[src/rtl/pl_pkg.sv]
package pl_pkg;
  localparam int INSTR_W = 32;
  localparam int IDX_W   = 5;
  localparam int IMM_W   = 7;

  typedef enum logic [1:0] {
    MODE_NONE = 2'b00,
    MODE_POST = 2'b01,
    MODE_OFFS = 2'b10,
    MODE_PRE  = 2'b11
  } mode_e;

  typedef enum logic [1:0] {
    ACT_GO    = 2'd0,
    ACT_UNDEF = 2'd1,
    ACT_NOP   = 2'd2
  } act_e;

  typedef enum logic [2:0] {
    S_IDLE, S_CHECK, S_REQ1, S_RSP1, S_REQ2, S_RSP2
  } st_e;

  typedef struct packed {
    logic             enc_ok;
    mode_e            mode;
    logic             wback;
    logic             post;
    logic [IDX_W-1:0] rt;
    logic [IDX_W-1:0] rt2;
    logic [IDX_W-1:0] rn;
    logic [IMM_W-1:0] imm;
  } dec_t;
endpackage

[src/rtl/pl_decode.sv]
module pl_decode
  import pl_pkg::*;
(
  input  logic [INSTR_W-1:0] instr,
  output dec_t               dec
);
  always_comb begin
    dec.mode   = mode_e'(instr[24:23]);
    dec.enc_ok = (instr[31:30] == 2'b01) && (instr[29:27] == 3'b101) &&
                 !instr[26] && !instr[25] && instr[22] &&
                 (instr[24:23] != 2'b00);
    dec.wback  = (instr[24:23] == MODE_POST) || (instr[24:23] == MODE_PRE);
    dec.post   = (instr[24:23] == MODE_POST);
    dec.imm    = instr[21:15];
    dec.rt2    = instr[14:10];
    dec.rn     = instr[9:5];
    dec.rt     = instr[4:0];
  end
endmodule

[src/rtl/pl_hazard.sv]
module pl_hazard
  import pl_pkg::*;
(
  input  logic             enc_ok,
  input  logic             wback,
  input  logic [IDX_W-1:0] rt,
  input  logic [IDX_W-1:0] rt2,
  input  logic [IDX_W-1:0] rn,
  input  logic [1:0]       pol_wb,
  input  logic [1:0]       pol_dup,
  output act_e             act,
  output logic             wb_en,
  output logic             wb_zero,
  output logic             data_zero
);
  localparam logic [IDX_W-1:0] SP_IDX = '1;

  logic wb_clash;
  assign wb_clash = wback && (rn != SP_IDX) && ((rt == rn) || (rt2 == rn));

  always_comb begin
    act       = ACT_GO;
    wb_en     = wback;
    wb_zero   = 1'b0;
    data_zero = 1'b0;
    if (!enc_ok) begin
      act   = ACT_UNDEF;
      wb_en = 1'b0;
    end else begin
      if (wb_clash) begin
        case (pol_wb)
          2'd0:    wb_en   = 1'b0;
          2'd1:    wb_zero = 1'b1;
          2'd2:    act     = ACT_UNDEF;
          default: act     = ACT_NOP;
        endcase
      end
      if ((act == ACT_GO) && (rt == rt2)) begin
        case (pol_dup)
          2'd0:    data_zero = 1'b1;
          2'd2:    act       = ACT_NOP;
          default: act       = ACT_UNDEF;
        endcase
      end
    end
  end
endmodule

[src/rtl/pl_agen.sv]
module pl_agen
  import pl_pkg::*;
#(
  parameter int XLEN          = 64,
  parameter int WORD_W        = 32,
  parameter int IMM_SHIFT     = 2,
  parameter int SP_ALIGN_BITS = 4
) (
  input  logic [XLEN-1:0]  base,
  input  logic [IMM_W-1:0] imm,
  input  logic             post,
  input  logic [IDX_W-1:0] rn,
  output logic [XLEN-1:0]  addr1,
  output logic [XLEN-1:0]  addr2,
  output logic [XLEN-1:0]  wb_val,
  output logic             misalign
);
  localparam logic [IDX_W-1:0] SP_IDX     = '1;
  localparam logic [XLEN-1:0]  WORD_BYTES = XLEN'(WORD_W / 8);

  logic [XLEN-1:0] off;
  logic [XLEN-1:0] upd;

  assign off      = {{(XLEN-IMM_W){imm[IMM_W-1]}}, imm} << IMM_SHIFT;
  assign upd      = base + off;
  assign addr1    = post ? base : upd;
  assign addr2    = addr1 + WORD_BYTES;
  assign wb_val   = upd;
  assign misalign = (rn == SP_IDX) && (base[SP_ALIGN_BITS-1:0] != '0);
endmodule

[src/rtl/pairload_unit.sv]
module pairload_unit
  import pl_pkg::*;
#(
  parameter int XLEN          = 64,
  parameter int WORD_W        = 32,
  parameter int IMM_SHIFT     = 2,
  parameter int SP_ALIGN_BITS = 4
) (
  input  logic               clk,
  input  logic               rst,
  input  logic               start,
  input  logic [INSTR_W-1:0] instr,
  input  logic [XLEN-1:0]    base_in,
  input  logic [1:0]         pol_wb,
  input  logic [1:0]         pol_dup,
  output logic               busy,
  output logic               req_valid,
  input  logic               req_ready,
  output logic [XLEN-1:0]    req_addr,
  input  logic               rsp_valid,
  input  logic [WORD_W-1:0]  rsp_data,
  input  logic               rsp_err,
  output logic               done,
  output logic               flt_undef,
  output logic               flt_align,
  output logic               flt_bus,
  output logic               nop_done,
  output logic               wr1_en,
  output logic [IDX_W-1:0]   wr1_idx,
  output logic [XLEN-1:0]    wr1_data,
  output logic               wr2_en,
  output logic [IDX_W-1:0]   wr2_idx,
  output logic [XLEN-1:0]    wr2_data,
  output logic               wb_en,
  output logic [IDX_W-1:0]   wb_idx,
  output logic [XLEN-1:0]    wb_data
);
  localparam int              EXT_W      = XLEN - WORD_W;
  localparam logic [XLEN-1:0] WORD_BYTES = XLEN'(WORD_W / 8);

  st_e               st;
  logic [INSTR_W-1:0] instr_q;
  logic [XLEN-1:0]    base_q;
  logic [1:0]         pw_q, pd_q;
  logic               wbe_q, wbz_q, dz_q;
  logic [XLEN-1:0]    a2_q, wbv_q;
  logic [WORD_W-1:0]  w1_q;

  dec_t            dec;
  act_e            act;
  logic            h_wb_en, h_wb_zero, h_dzero;
  logic [XLEN-1:0] ag_addr1, ag_addr2, ag_wb;
  logic            misalign;

  pl_decode u_dec (.instr(instr_q), .dec(dec));

  pl_hazard u_haz (
    .enc_ok(dec.enc_ok), .wback(dec.wback), .rt(dec.rt), .rt2(dec.rt2),
    .rn(dec.rn), .pol_wb(pw_q), .pol_dup(pd_q), .act(act),
    .wb_en(h_wb_en), .wb_zero(h_wb_zero), .data_zero(h_dzero)
  );

  pl_agen #(
    .XLEN(XLEN), .WORD_W(WORD_W), .IMM_SHIFT(IMM_SHIFT),
    .SP_ALIGN_BITS(SP_ALIGN_BITS)
  ) u_agen (
    .base(base_q), .imm(dec.imm), .post(dec.post), .rn(dec.rn),
    .addr1(ag_addr1), .addr2(ag_addr2), .wb_val(ag_wb), .misalign(misalign)
  );

  function automatic logic [XLEN-1:0] sext(input logic [WORD_W-1:0] w);
    return {{EXT_W{w[WORD_W-1]}}, w};
  endfunction

  assign busy = (st != S_IDLE);

  // register indices are fixed for the whole operation
  always_ff @(posedge clk) begin
    if (rst) begin
      wr1_idx <= '0;
      wr2_idx <= '0;
      wb_idx  <= '0;
    end else if (st == S_CHECK) begin
      wr1_idx <= dec.rt;
      wr2_idx <= dec.rt2;
      wb_idx  <= dec.rn;
    end
  end

  always_ff @(posedge clk) begin
    if (rst) begin
      st        <= S_IDLE;
      instr_q   <= '0;
      base_q    <= '0;
      pw_q      <= '0;
      pd_q      <= '0;
      wbe_q     <= 1'b0;
      wbz_q     <= 1'b0;
      dz_q      <= 1'b0;
      a2_q      <= '0;
      wbv_q     <= '0;
      w1_q      <= '0;
      req_valid <= 1'b0;
      req_addr  <= '0;
      done      <= 1'b0;
      flt_undef <= 1'b0;
      flt_align <= 1'b0;
      flt_bus   <= 1'b0;
      nop_done  <= 1'b0;
      wr1_en    <= 1'b0;
      wr2_en    <= 1'b0;
      wb_en     <= 1'b0;
      wr1_data  <= '0;
      wr2_data  <= '0;
      wb_data   <= '0;
    end else begin
      done <= 1'b0;
      case (st)
        S_IDLE: begin
          if (start) begin
            instr_q <= instr;
            base_q  <= base_in;
            pw_q    <= pol_wb;
            pd_q    <= pol_dup;
            st      <= S_CHECK;
          end
        end
        S_CHECK: begin
          wbe_q <= h_wb_en;
          wbz_q <= h_wb_zero;
          dz_q  <= h_dzero;
          a2_q  <= ag_addr2;
          wbv_q <= ag_wb;
          if ((act != ACT_GO) || misalign) begin
            done      <= 1'b1;
            flt_undef <= (act == ACT_UNDEF);
            nop_done  <= (act == ACT_NOP);
            flt_align <= (act == ACT_GO);
            flt_bus   <= 1'b0;
            wr1_en    <= 1'b0;
            wr2_en    <= 1'b0;
            wb_en     <= 1'b0;
            st        <= S_IDLE;
          end else begin
            req_valid <= 1'b1;
            req_addr  <= ag_addr1;
            st        <= S_REQ1;
          end
        end
        S_REQ1: begin
          if (req_ready) begin
            req_valid <= 1'b0;
            st        <= S_RSP1;
          end
        end
        S_RSP1: begin
          if (rsp_valid) begin
            if (rsp_err) begin
              done      <= 1'b1;
              flt_bus   <= 1'b1;
              flt_undef <= 1'b0;
              flt_align <= 1'b0;
              nop_done  <= 1'b0;
              wr1_en    <= 1'b0;
              wr2_en    <= 1'b0;
              wb_en     <= 1'b0;
              st        <= S_IDLE;
            end else begin
              w1_q      <= rsp_data;
              req_valid <= 1'b1;
              req_addr  <= a2_q;
              st        <= S_REQ2;
            end
          end
        end
        S_REQ2: begin
          if (req_ready) begin
            req_valid <= 1'b0;
            st        <= S_RSP2;
          end
        end
        S_RSP2: begin
          if (rsp_valid) begin
            done      <= 1'b1;
            flt_undef <= 1'b0;
            flt_align <= 1'b0;
            nop_done  <= 1'b0;
            flt_bus   <= rsp_err;
            wr1_en    <= !rsp_err;
            wr2_en    <= !rsp_err;
            wb_en     <= !rsp_err && wbe_q;
            wr1_data  <= dz_q ? '0 : sext(w1_q);
            wr2_data  <= dz_q ? '0 : sext(rsp_data);
            wb_data   <= wbz_q ? '0 : wbv_q;
            st        <= S_IDLE;
          end
        end
        default: st <= S_IDLE;
      endcase
    end
  end

  // ---------------- assertions ----------------
  logic [XLEN-1:0] fire_addr_q;
  always_ff @(posedge clk) begin
    if (rst) fire_addr_q <= '0;
    else if (req_valid && req_ready) fire_addr_q <= req_addr;
  end

  assert_req_hold_R4: assert property (@(posedge clk) disable iff (rst)
    (req_valid && !req_ready) |=> (req_valid && $stable(req_addr)));

  assert_second_addr_R4: assert property (@(posedge clk) disable iff (rst)
    (req_valid && req_ready && st == S_REQ2) |-> (req_addr == fire_addr_q + WORD_BYTES));

  assert_done_pulse_R12: assert property (@(posedge clk) disable iff (rst)
    done |=> !done);

  assert_fault_nowrite_R11: assert property (@(posedge clk) disable iff (rst)
    (done && (flt_undef || flt_align || flt_bus || nop_done)) |->
      (!wr1_en && !wr2_en && !wb_en));

  assert_one_outcome_R10: assert property (@(posedge clk) disable iff (rst)
    done |-> $onehot0({flt_undef, flt_align, flt_bus, nop_done}));

  assert_sign_ext_R5: assert property (@(posedge clk) disable iff (rst)
    (done && wr1_en) |-> (wr1_data[XLEN-1:WORD_W] == {EXT_W{wr1_data[WORD_W-1]}}));

  assert_offs_nowb_R6: assert property (@(posedge clk) disable iff (rst)
    (done && dec.mode == MODE_OFFS) |-> !wb_en);

  assert_align_noreq_R7: assert property (@(posedge clk) disable iff (rst)
    (st == S_CHECK && misalign) |=> !req_valid);

  assert_idle_quiet_R13: assert property (@(posedge clk) disable iff (rst)
    (st == S_IDLE) |-> !req_valid);
endmodule

[config.mk]
export PLATFORM = sky130hd
export DESIGN_NAME = pairload_unit
export DESIGN_NICKNAME = d
export VERILOG_FILES = /design/src/rtl/pl_pkg.sv /design/src/rtl/pl_decode.sv /design/src/rtl/pl_hazard.sv /design/src/rtl/pl_agen.sv /design/src/rtl/pairload_unit.sv
export SDC_FILE = /design/constraint.sdc
export NUM_CORES = 1
export LEC_CHECK = 0
export ABC_AREA = 1
export BUFFER_PORTS_ARGS = -buffer_cell sky130_fd_sc_hd__clkbuf_2
export CORE_MARGIN = 2
export CORE_UTILIZATION = 58
export CTS_CLUSTER_DIAMETER = 60
export DETAILED_ROUTE_END_ITERATION = 10
export GPL_ROUTABILITY_DRIVEN = 0
export HOLD_SLACK_MARGIN = 0.08
export PLACE_DENSITY_LB_ADDON = 0.05
export SLEW_MARGIN = 10
export SYNTH_ARGS = -nofsm -noshare
export SYNTH_HDL_FRONTEND = slang
export SYNTH_SLANG_ARGS = --single-unit
[constraint.sdc]
create_clock -name clk -period 4.6 [get_ports clk]
set_input_delay 0.46 -clock clk [delete_from_list [all_inputs] [get_ports clk]]
set_output_delay 0.46 -clock clk [all_outputs]
set_load 0.05 [all_outputs]
==> run summary <==
Area growth from synthesis to layout: 13.1%
FP Rows: 80
Mapped Cells: 4403
Fin cells: 5292
Multiplexer area fraction after synthesis: 0%
CTS clock-pin slew for the worst setup and hold paths: 60 ps
Share of flip-flops with an asynchronous set or reset: 0%
Post-synthesis adder-cell area fraction: 2.86%
Register share of total power: 43.4%
Die X: 223 µm
Max clock buf depth: 3
Crit end category: flip-flop
Postcts setup bufs: 0
Reg2reg start: instr_q[21]
Starting density of the core: 58.5%
Syn Area/Cell: 6.32 µm²
Fin Clk Skew: 18.9 ps
CTS root buf: clkbuf_16
Area occupied by multi-input gates: 14800 µm²
Top cell type's share of synthesized area: 34.5%
Max_cap viols: 0
Final Hold Viols: 0
Slew Limit Fails: 0
Vias in the first global route: 26400
Residual DRC: 0
Post-synth cell types: 55
Final setup vio count: 0
NumNets Final: 4834
Layout cell share with drive strength beyond 1: 14.3%
Hold Crit Class: in2reg
Post-DP HPWL: 68300 µm
Tmin final: 4290 ps
Resize count post-CTS: 0
Sequential cell area: 9590 µm²
Post-synth top flop: dfxtp_1
Post-synthesis xor/xnor area fraction: 1.32%
Finished Core Util: 66.2%
Max Freq: 233 MHz
Die Area: 49700 µm²
WHS: 93.9 ps
Overall Power: 10300 µW
Setup TNS: 0 ps
Most frequent cell after synthesis: nand2_1
Dominant cells by area after synthesis: dfxtp_1 34%, nand2_1 17%, inv_1 7.2%
Hold_sp: rsp_data[2]
Crit. Startpoint: instr_q[21]
Post-synthesis sequential area ratio: 34.5%
Static Leak: 0.0154 µW
Post-synth top cells: 1255 x nand2_1, 532 x inv_1, 479 x dfxtp_1
Num CTS Buffers: 50
Sw Ratio: 30.7%
Die H: 223 µm
Psw: 3150 µW
Logic pwr share: 16.7%
Worst slew pin tran: 1180 ps
Vias: 29500
DRT Wirelength: 93900 µm
GRT overflow: 0
Critical Path Start Type: flip-flop
Total core area: 47500 µm²
Fin crit share: 93.2%
Post-route ant nets: 0
Synth Net Count: 4604
DRT Pass-1 Iters: 7
Initial antenna violation count: 2
Post-synth EDFFs: 0
Simple-gate area share of the yosys netlist: 34.7%
Clock network power share: 40.0%
Hold Buf Count CTS: 14
Filler cells: 4562
First-pass GRT wire length: 145000 µm
Peak VDD IR: 0.272 mV
Status: complete, no violations
Slew Limit Headroom: 21.2%
Cell Pwr Density: 326 nW/µm²
RSZ-0062 raised after global routing: false
Routed length per placed instance: 17.8 µm
Largest net degree at the start of global routing: 132
WS Path Type: reg2reg
Clock insertion delay at the later pin of the skew report: 620 ps
Arr. time, crit path: 4810 ps
CP Data Required Time: 5120 ps
Largest family of logic cells by synthesized area: simple AND/OR/NAND/NOR gates
Design internal power: 7110 µW
Io pins: 419
CTS tree: built
Netlist Area Pre-Place: 27800 µm²
I/O Buffers: 418
H-Tree Depth: 2
Total track usage: 36.7%
Cell type with the largest total area after synthesis: dfxtp_1
Syn. warnings: 0
CTS Sinks: 479
DRT iter0 DRCs: 3064
Synthesis-stage register bit count: 479
Synth Area in Compound Gates: 14.2%
Placed insts: 5182
Crit Path Max Fanout: 22
DR vias/cell: 5.58
## through the flow
| stage | area (µm²) | worst slack (ps) |
|---|---|---|
| finish | 31500 | 311 |
| global route | 31500 | 244 |
| CTS | 31500 | 552 |
| detailed placement | 29600 | 569 |
| global placement | 29600 | 573 |
| floorplan | 27800 | 863 |
## power groups by stage
stage | Sequential (µW) | Combinational [µW] | Clock [µW]
after floorplan | 4540 | 1080 | 0
after global placement | 4530 | 1640 | 0
after detailed placement | 4530 | 1640 | 0
after CTS | 4440 | 1660 | 4130
after global routing | 4460 | 1870 | 4310
final | 4450 | 1710 | 4100
## critical path, cell delays in order, from the launching register on
cell     delay (ps)
dfxtp_2         690
buf_12          250
ha_1            240
nand2_1         130
nor2_1          150
inv_1            70
nor2_1          370
inv_1           110
nor2_1          250
nand2_1         140
nand4_1         120
nand3_1          80
nand2_1         250
nand2_1         140
nor2_1          290
nand3_1         120
nor2_1          380
nand3_1         130
nand2_1          80
nand3_1          70
nand2_1          80
inv_1            40
## cell type report
class,count,area share [%]
diodes,2,0.0159
clock buffers,72,4.66
clock inverters,22,0.680
inverters,564,6.75
multi-input cells,3078,47.1
flip-flops and latches,479,30.5
well taps,615,2.44
repair buffers,460,7.91
## layout by cell type, fill, tap and decap left out, drive strengths merged, types with 2 or more instances in the layout
cell         netlist  layout
o21ai            298     298
buf               91      31
o211ai            46      46
clkbuf           191     487
clkinvlp           0       3
a31oi              4       4
and3               4       4
nor2             442     442
inv              560     565
a21boi             2       2
o21bai            22      22
nor3              25      25
dlygate4sd3        0      14
a211oi             2       2
ha                62      62
and2               3       3
clkinv             4      17
nand2           1293    1293
diode              0       2
nor3b              3       3
or2                5       5
a21oi            348     348
nand3            287     287
nand4            167     167
o21a              10      10
dfxtp            479     479
xor2              35      35
nand3b             3       3
xnor2              6       6
nor4               5       5
## sequential cells by signal, indices dropped and copies added, names as in the netlist, 2 cells and up
name and count:
a2_q 64, base_q 64, req_addr 64, wb_data 64
wbv_q 62, instr_q 32, w1_q 32, wr1_data 32
wr2_data 32, wb_idx 5, wr1_idx 5, wr2_idx 5
st 3, pd_q 2, pw_q 2
## kinds of logic (layout without fill, tap and decap cells)
kind of cell / Yosys count / count (layout)
simple gates: 2237 / 2237
buf+inv: 846 / 1118
compound gates: 737 / 737
flops: 479 / 479
fa+ha+maj: 63 / 63
xor+xnor: 41 / 41
other cells: 0 / 2
## layer usage
| metal | wire (µm) | GRT usage (%) | vias up |
|---|---|---|---|
| met5 | 0 | 0 | - |
| met4 | 4600 | 16.9 | 0 |
| met3 | 8450 | 6.14 | 243 |
| met2 | 40300 | 56.7 | 1376 |
| met1 | 40600 | 50.3 | 13400 |
| li1 | - | - | 14500 |
## final timing paths
kind	to	slack (ps)	cells after the start
worst max register to register	a2_q[61]	310	21
worst max-delay path	a2_q[61]	310	21
worst min-delay path	w1_q[2]	90	3
worst min register to register	instr_q[27]	460	2
Note: power is estimated with default switching activity, not from simulation.
